==> src/rtl/xlink_pkg.sv <==
package xlink_pkg;

    typedef enum logic [2:0] {
        LS_DETECT   = 3'd0,
        LS_POLLCFG  = 3'd1,
        LS_L0       = 3'd2,
        LS_RECOV    = 3'd3,
        LS_HOTRST   = 3'd4,
        LS_DISABLED = 3'd5
    } lstate_e;

    typedef enum logic [1:0] {
        TG_NONE = 2'd0,
        TG_HOT  = 2'd1,
        TG_DIS  = 2'd2
    } target_e;

    localparam int SYM_W = 8;

endpackage

==> src/rtl/xlink_req_qual.sv <==
module xlink_req_qual (
    input  logic dsp_role_i,
    input  logic dn_lanes_i,
    input  logic hl_hot_req_i,
    input  logic hl_dis_req_i,
    output logic q_hot_o,
    output logic q_dis_o
);

    // Hot reset from a higher layer needs a downstream switch port that
    // trained with downstream lanes; disable needs only the downstream role.
    always_comb begin
        q_hot_o = 1'b0;
        q_dis_o = 1'b0;
        if (dsp_role_i) begin
            q_dis_o = hl_dis_req_i;
            if (dn_lanes_i) begin
                q_hot_o = hl_hot_req_i;
            end
        end
    end

endmodule

==> src/rtl/xlink_fsm.sv <==
module xlink_fsm
    import xlink_pkg::*;
#(
    parameter int REC_CYC  = 4,
    parameter int HOLD_CYC = 8
) (
    input  logic    clk,
    input  logic    rst_n,
    input  logic    rx_present_i,
    input  logic    cfg_done_i,
    input  logic    rx_hot_i,
    input  logic    rx_dis_i,
    input  logic    q_hot_i,
    input  logic    q_dis_i,
    input  logic    port_off_i,
    input  logic    full_retrain_i,
    output lstate_e state_o,
    output target_e tgt_o
);

    localparam int TMAX = (REC_CYC > HOLD_CYC) ? REC_CYC : HOLD_CYC;
    localparam int TW   = $clog2(TMAX + 1);
    localparam logic [TW-1:0] REC_LAST  = TW'(REC_CYC - 1);
    localparam logic [TW-1:0] HOLD_LAST = TW'(HOLD_CYC - 1);
    localparam logic [TW-1:0] TSAT      = TW'(TMAX);

    lstate_e        st_q, st_d;
    target_e        tg_q, tg_d;
    logic [TW-1:0]  tmr_q;
    logic           hot_cause, dis_cause;

    assign hot_cause = rx_hot_i | q_hot_i;
    assign dis_cause = rx_dis_i | q_dis_i;

    // Next-state selection
    always_comb begin
        st_d = st_q;
        tg_d = tg_q;
        if (port_off_i || full_retrain_i) begin
            st_d = LS_DETECT;
            tg_d = TG_NONE;
        end else begin
            unique case (st_q)
                LS_DETECT: begin
                    tg_d = TG_NONE;
                    if (rx_present_i) st_d = LS_POLLCFG;
                end
                LS_POLLCFG: begin
                    if (cfg_done_i) st_d = LS_L0;
                end
                LS_L0: begin
                    if (rx_dis_i) begin
                        st_d = LS_DISABLED;
                        tg_d = TG_NONE;
                    end else if (rx_hot_i) begin
                        st_d = LS_HOTRST;
                        tg_d = TG_NONE;
                    end else if (q_dis_i) begin
                        st_d = LS_RECOV;
                        tg_d = TG_DIS;
                    end else if (q_hot_i) begin
                        st_d = LS_RECOV;
                        tg_d = TG_HOT;
                    end
                end
                LS_RECOV: begin
                    if (tmr_q >= REC_LAST) begin
                        st_d = (tg_q == TG_DIS) ? LS_DISABLED : LS_HOTRST;
                    end
                end
                LS_HOTRST: begin
                    if ((tmr_q >= HOLD_LAST) && !hot_cause) begin
                        st_d = LS_DETECT;
                        tg_d = TG_NONE;
                    end
                end
                LS_DISABLED: begin
                    if ((tmr_q >= HOLD_LAST) && !dis_cause) begin
                        st_d = LS_DETECT;
                        tg_d = TG_NONE;
                    end
                end
                default: begin
                    st_d = LS_DETECT;
                    tg_d = TG_NONE;
                end
            endcase
        end
    end

    // State register and dwell timer
    always_ff @(posedge clk or negedge rst_n) begin
        if (!rst_n) begin
            st_q  <= LS_DETECT;
            tg_q  <= TG_NONE;
            tmr_q <= '0;
        end else begin
            st_q <= st_d;
            tg_q <= tg_d;
            if (st_d != st_q) begin
                tmr_q <= '0;
            end else if (tmr_q != TSAT) begin
                tmr_q <= tmr_q + 1'b1;
            end
        end
    end

    assign state_o = st_q;
    assign tgt_o   = tg_q;

endmodule

==> src/rtl/xlink_ts_ctl.sv <==
module xlink_ts_ctl
    import xlink_pkg::*;
(
    input  logic             clk,
    input  logic             rst_n,
    input  lstate_e          state_i,
    input  target_e          tgt_i,
    input  logic             dsp_role_i,
    input  logic             compat_en_i,
    input  logic             full_retrain_i,
    output logic             tx_hot_o,
    output logic             tx_dis_o,
    output logic [SYM_W-1:0] sym4_mask_o,
    output logic             part_rst_o
);

    localparam logic [SYM_W-1:0] MASK_ALL    = '1;
    localparam logic [SYM_W-1:0] MASK_COMPAT = MASK_ALL & ~SYM_W'(8'hC4);

    logic compat_q;

    always_ff @(posedge clk or negedge rst_n) begin
        if (!rst_n) begin
            compat_q <= 1'b0;
        end else if (full_retrain_i) begin
            compat_q <= compat_en_i;
        end
    end

    // Output decode
    always_comb begin
        tx_hot_o    = 1'b0;
        tx_dis_o    = 1'b0;
        part_rst_o  = 1'b0;
        sym4_mask_o = compat_q ? MASK_COMPAT : MASK_ALL;
        unique case (state_i)
            LS_RECOV: begin
                tx_hot_o = (tgt_i == TG_HOT);
                tx_dis_o = (tgt_i == TG_DIS);
            end
            LS_HOTRST: begin
                tx_hot_o   = (tgt_i == TG_HOT);
                part_rst_o = !dsp_role_i;
            end
            LS_DISABLED: begin
                tx_dis_o = (tgt_i == TG_DIS);
            end
            default: begin
                tx_hot_o = 1'b0;
            end
        endcase
    end

endmodule

==> src/rtl/xlink_lctl.sv <==
module xlink_lctl
    import xlink_pkg::*;
#(
    parameter int REC_CYC  = 4,
    parameter int HOLD_CYC = 8
) (
    input  logic             clk,
    input  logic             rst_n,
    input  logic             dsp_role_i,
    input  logic             dn_lanes_i,
    input  logic             rx_present_i,
    input  logic             cfg_done_i,
    input  logic             rx_hot_i,
    input  logic             rx_dis_i,
    input  logic             hl_hot_req_i,
    input  logic             hl_dis_req_i,
    input  logic             port_off_i,
    input  logic             compat_en_i,
    input  logic             full_retrain_i,
    output logic [2:0]       state_o,
    output logic             tx_hot_o,
    output logic             tx_dis_o,
    output logic [SYM_W-1:0] sym4_mask_o,
    output logic             part_rst_o
);

    logic    q_hot, q_dis;
    lstate_e st;
    target_e tg;

    xlink_req_qual u_qual (
        .dsp_role_i   (dsp_role_i),
        .dn_lanes_i   (dn_lanes_i),
        .hl_hot_req_i (hl_hot_req_i),
        .hl_dis_req_i (hl_dis_req_i),
        .q_hot_o      (q_hot),
        .q_dis_o      (q_dis)
    );

    xlink_fsm #(
        .REC_CYC  (REC_CYC),
        .HOLD_CYC (HOLD_CYC)
    ) u_fsm (
        .clk            (clk),
        .rst_n          (rst_n),
        .rx_present_i   (rx_present_i),
        .cfg_done_i     (cfg_done_i),
        .rx_hot_i       (rx_hot_i),
        .rx_dis_i       (rx_dis_i),
        .q_hot_i        (q_hot),
        .q_dis_i        (q_dis),
        .port_off_i     (port_off_i),
        .full_retrain_i (full_retrain_i),
        .state_o        (st),
        .tgt_o          (tg)
    );

    xlink_ts_ctl u_ts (
        .clk            (clk),
        .rst_n          (rst_n),
        .state_i        (st),
        .tgt_i          (tg),
        .dsp_role_i     (dsp_role_i),
        .compat_en_i    (compat_en_i),
        .full_retrain_i (full_retrain_i),
        .tx_hot_o       (tx_hot_o),
        .tx_dis_o       (tx_dis_o),
        .sym4_mask_o    (sym4_mask_o),
        .part_rst_o     (part_rst_o)
    );

    assign state_o = st;

endmodule

==> config.mk <==
export PLATFORM = sky130hd
export DESIGN_NAME = xlink_lctl
export DESIGN_NICKNAME = d
export VERILOG_FILES = /design/src/rtl/xlink_pkg.sv /design/src/rtl/xlink_req_qual.sv /design/src/rtl/xlink_fsm.sv /design/src/rtl/xlink_ts_ctl.sv /design/src/rtl/xlink_lctl.sv
export SDC_FILE = /design/constraint.sdc
export NUM_CORES = 1
export LEC_CHECK = 0
export BUFFER_PORTS_ARGS = -buffer_cell sky130_fd_sc_hd__buf_2
export CORE_UTILIZATION = 49
export DETAILED_ROUTE_END_ITERATION = 10
export PLACE_DENSITY = 0.79
export SYNTH_ARGS = -nofsm -noshare
export SYNTH_HDL_FRONTEND = slang
export SYNTH_SLANG_ARGS = --single-unit
==> constraint.sdc <==
create_clock -name clk -period 2.4 [get_ports clk]
set_clock_uncertainty 0.1 [all_clocks]
set_input_delay 0.48 -clock clk [delete_from_list [all_inputs] [get_ports clk]]
set_output_delay 0.48 -clock clk [all_outputs]
set_load 0.01 [all_outputs]
==> impl_results.md <==
- Status: finished, violations left
- Failing checks: DRC
- Clock Latency Late Sink: roughly 0.26 ns
- Final Hold Violating Endpoints: 0
- Yosys reg bits: 10
- Max H-tree Level: 1
- Root buffer cell: clkbuf_4
- Post-route setup slack: between 0.2 and 0.25 ns
- Share of cells above drive strength 1: 0.3115
- Synth unique cells: 38
- Post-synth top area cell: dfrtp_1
- Crit path largest cell delay: 0.53 ns
- Crit-path slowest cell: dfrtp_1
- GR Overflow Total: 0
- Fin crit share: 0.9129
- Drt via density: between 5 and 6
- CTS tree: yes
- Num CTS Buffers: 3
- Met1 wire length: just under 800 µm
- Dpl ws: ~0.44 ns
- WS Path Type: reg -> out
- Max Clk Rate: between 400 and 500 MHz
- Post CTS Setup Buffer Count: 0
- Synth top cells by count: nor2_1, dfrtp_1, nand2_1
- Starting DRT DRC Count: 25
- VDD IR-drop max: about 470 µV
- Final max-slew violation count: 0
- Met2 Routed Length: around 870 µm
- Mapped Cells: roughly 100
- Post-synth top flop: dfrtp_1
- Cell leakage power: approximately 0.45 nW
- Number of port buffers: 21
- Arrival time at the worst endpoint: 1.61 ns
- Syn Area/Cell: roughly 8.4 µm²
- Vias in the first global route: approximately 700
- Power Density: between 600 and 700 mW/mm²
- Antenna violations before repair: 0
- GRT Overall Usage: 0.2078
- Synth async-reset ratio: 1.000
- DR vias: 791
- DR top layer: met4
- Kind of end point of the critical path: primary output
- Crit path cell chain: nand2b_1, nor2_1, a21oi_1, nor3b_1, buf_2
- Routability cong.: between 0.8 and 0.9
- Die height: around 44 µm
- Max Root-Sink Buffers: 2
- Site Rows: 14
- Tmin final: 2.191 ns
- Final std cells w/o fill: 138
- Die W: roughly 44 µm
- Largest net degree at the start of global routing: 19
- Seq/Total Area, Yosys: 0.2946
- Clock slew at reported path FFs: 0.06 ns
- Endpoints failing setup: 0
- Top cells by area, synth: dfrtp_1, buf_4, nor2_1
- Top Ports: 27
- Setup TNS Final: 0 ns
- Hpwl dp: 1436 µm
- Full die area: between 0.0015 and 0.002 mm²
- Synth warn: 0
- First-pass GRT wire length: between 3000 and 4000 µm
- Max cap viols: 0
- Fin nets: around 140
- DRT antenna net count: 0
- Most frequent cell after synthesis: nor2_1
- Hold Crit Class: in -> reg
- WL final: roughly 1800 µm
- WL/cell: about 13 µm
- Worst-Margin Slew: approximately 0.57 ns
- Placed instance count: roughly 130
- Sink Count: 10
- Crit path required time: between 1.5 and 2 ns
- DRC: 4
- RSZ-0062 raised after global routing: false
- Initial DRT Pass Iterations: 7
- Post-synth EDFFs: 0
- Fillers: approximately 160
- Headroom to the max-slew limit: 0.6223
- Layout area overhead: 15.02%
- Worst Setup Start Kind: register
- Synthesized area: 849.6 µm²
- Initial Util: 0.5449
- Diode count: 0
- Wire length on met3: between 90 and 100 µm
- Core area: 0.001559 mm²
- Post-synth top area share: 0.2946
- Worst-path maximum fanout: 14
cell families (layout without fill, tap and decap cells):
| kind of cell | after synthesis | in the layout | synth area share |
|---|---|---|---|
| AOI/OAI and AO/OA | 26 | 26 | 0.2459 |
| xor gates and xnor gates | 2 | 2 | 0.02062 |
| adders and majority gates | 2 | 2 | 0.02945 |
| buffers and inverters | 13 | 30 | 0.09131 |
| DFF | 10 | 10 | 0.2946 |
| muxes | 2 | 2 | 0.02651 |
| other | 1 | 5 | 0.004414 |
| and+or+nand+nor | 45 | 45 | 0.2872 |
where the power goes:
| part | leakage (nW) | internal (mW) | switching (mW) |
|---|---|---|---|
| clock | 0.0210 | 0.0920 | 0.0544 |
| combinational | 0.302 | 0.101 | 0.136 |
| sequential | 0.132 | 0.203 | 0.0442 |
| total | 0.455 | 0.396 | 0.234 |
layer usage:
layer | global-route usage | vias up
li1 | - | 394
met1 | 0.2553 | 364
met2 | 0.3582 | 29
met3 | 0.02083 | 4
met4 | 0.1063 | 0
met5 | 0 | -
layout make-up:
| type | instances | area (µm²) | share of cell area |
|---|---|---|---|
| clock buffer | 4 | 36.28 | 0.03713 |
| tap | 16 | 20.02 | 0.02049 |
| multi-input combinational | 82 | 536.8 | 0.5493 |
| timing repair buffer | 23 | 122.6 | 0.1255 |
| sequential | 10 | 250.2 | 0.2561 |
| inverter | 3 | 11.26 | 0.01152 |
cells in the final DEF (no fill, tap or decap), types with 2 or more instances in the layout:
master / count
inv_1: 3
mux2_2: 2
conb_1: 5
buf_2: 21
a21oi_1: 7
ha_1: 2
nor3_1: 5
clkbuf_4: 3
nand3_1: 2
nand2_1: 9
nor2b_1: 5
nor2_1: 14
a21oi_2: 2
o21ai_0: 6
dfrtp_1: 10
nand2b_1: 2
worst max-delay path: cells and delay by family (launching register included):
family                 cells  cell delay (ns)
and+or+nand+nor            3             0.60
DFF                        1             0.53
AOI/OAI and AO/OA          1             0.05
buffers and inverters      1             0.16
worst paths after layout:
check | startpoint | endpoint | cells past startpoint | slack, ns
hold reg to reg | u_fsm.tgt_o[0] | u_fsm.tgt_o[0] | 1 | 0.46
hold / removal | compat_en_i | u_ts.compat_q | 3 | 0.34
setup reg to reg | u_fsm.tmr_q[0] | u_fsm.tmr_q[0] | 6 | 0.40
max in group asynchronous | rst_n | u_fsm.tgt_o[1] | 2 | 1.51
setup / recovery | u_fsm.state_o[1] | tx_hot_o | 5 | 0.21
min in group asynchronous | rst_n | u_fsm.tmr_q[2] | 2 | 0.51
timing repair:
action,4_1_cts,5_1_grt
hold buffers,1,0
gates resized for setup,0,0
hold endpoints to repair,10,0
state kept, by name (all words and copies together), names as in the netlist:
name,flops
u_fsm.tmr_q,4
u_fsm.state_o,3
u_fsm.tgt_o,2
u_ts.compat_q,1
metrics by stage:
stage	total power, mW	cell area (µm²)	utilization	hold WS, ns
floorplan	0.4290	864.6	-	0.08441
global placement	0.4685	930.9	0.5971	0.2515
detailed placement	0.4851	930.9	0.5971	0.2550
CTS	0.6359	977.2	0.6268	0.3365
global route	0.6819	977.2	0.6268	0.3619
finish	0.6302	977.2	0.6268	0.3377
No activity file was read; power rests on OpenSTA's default activity.
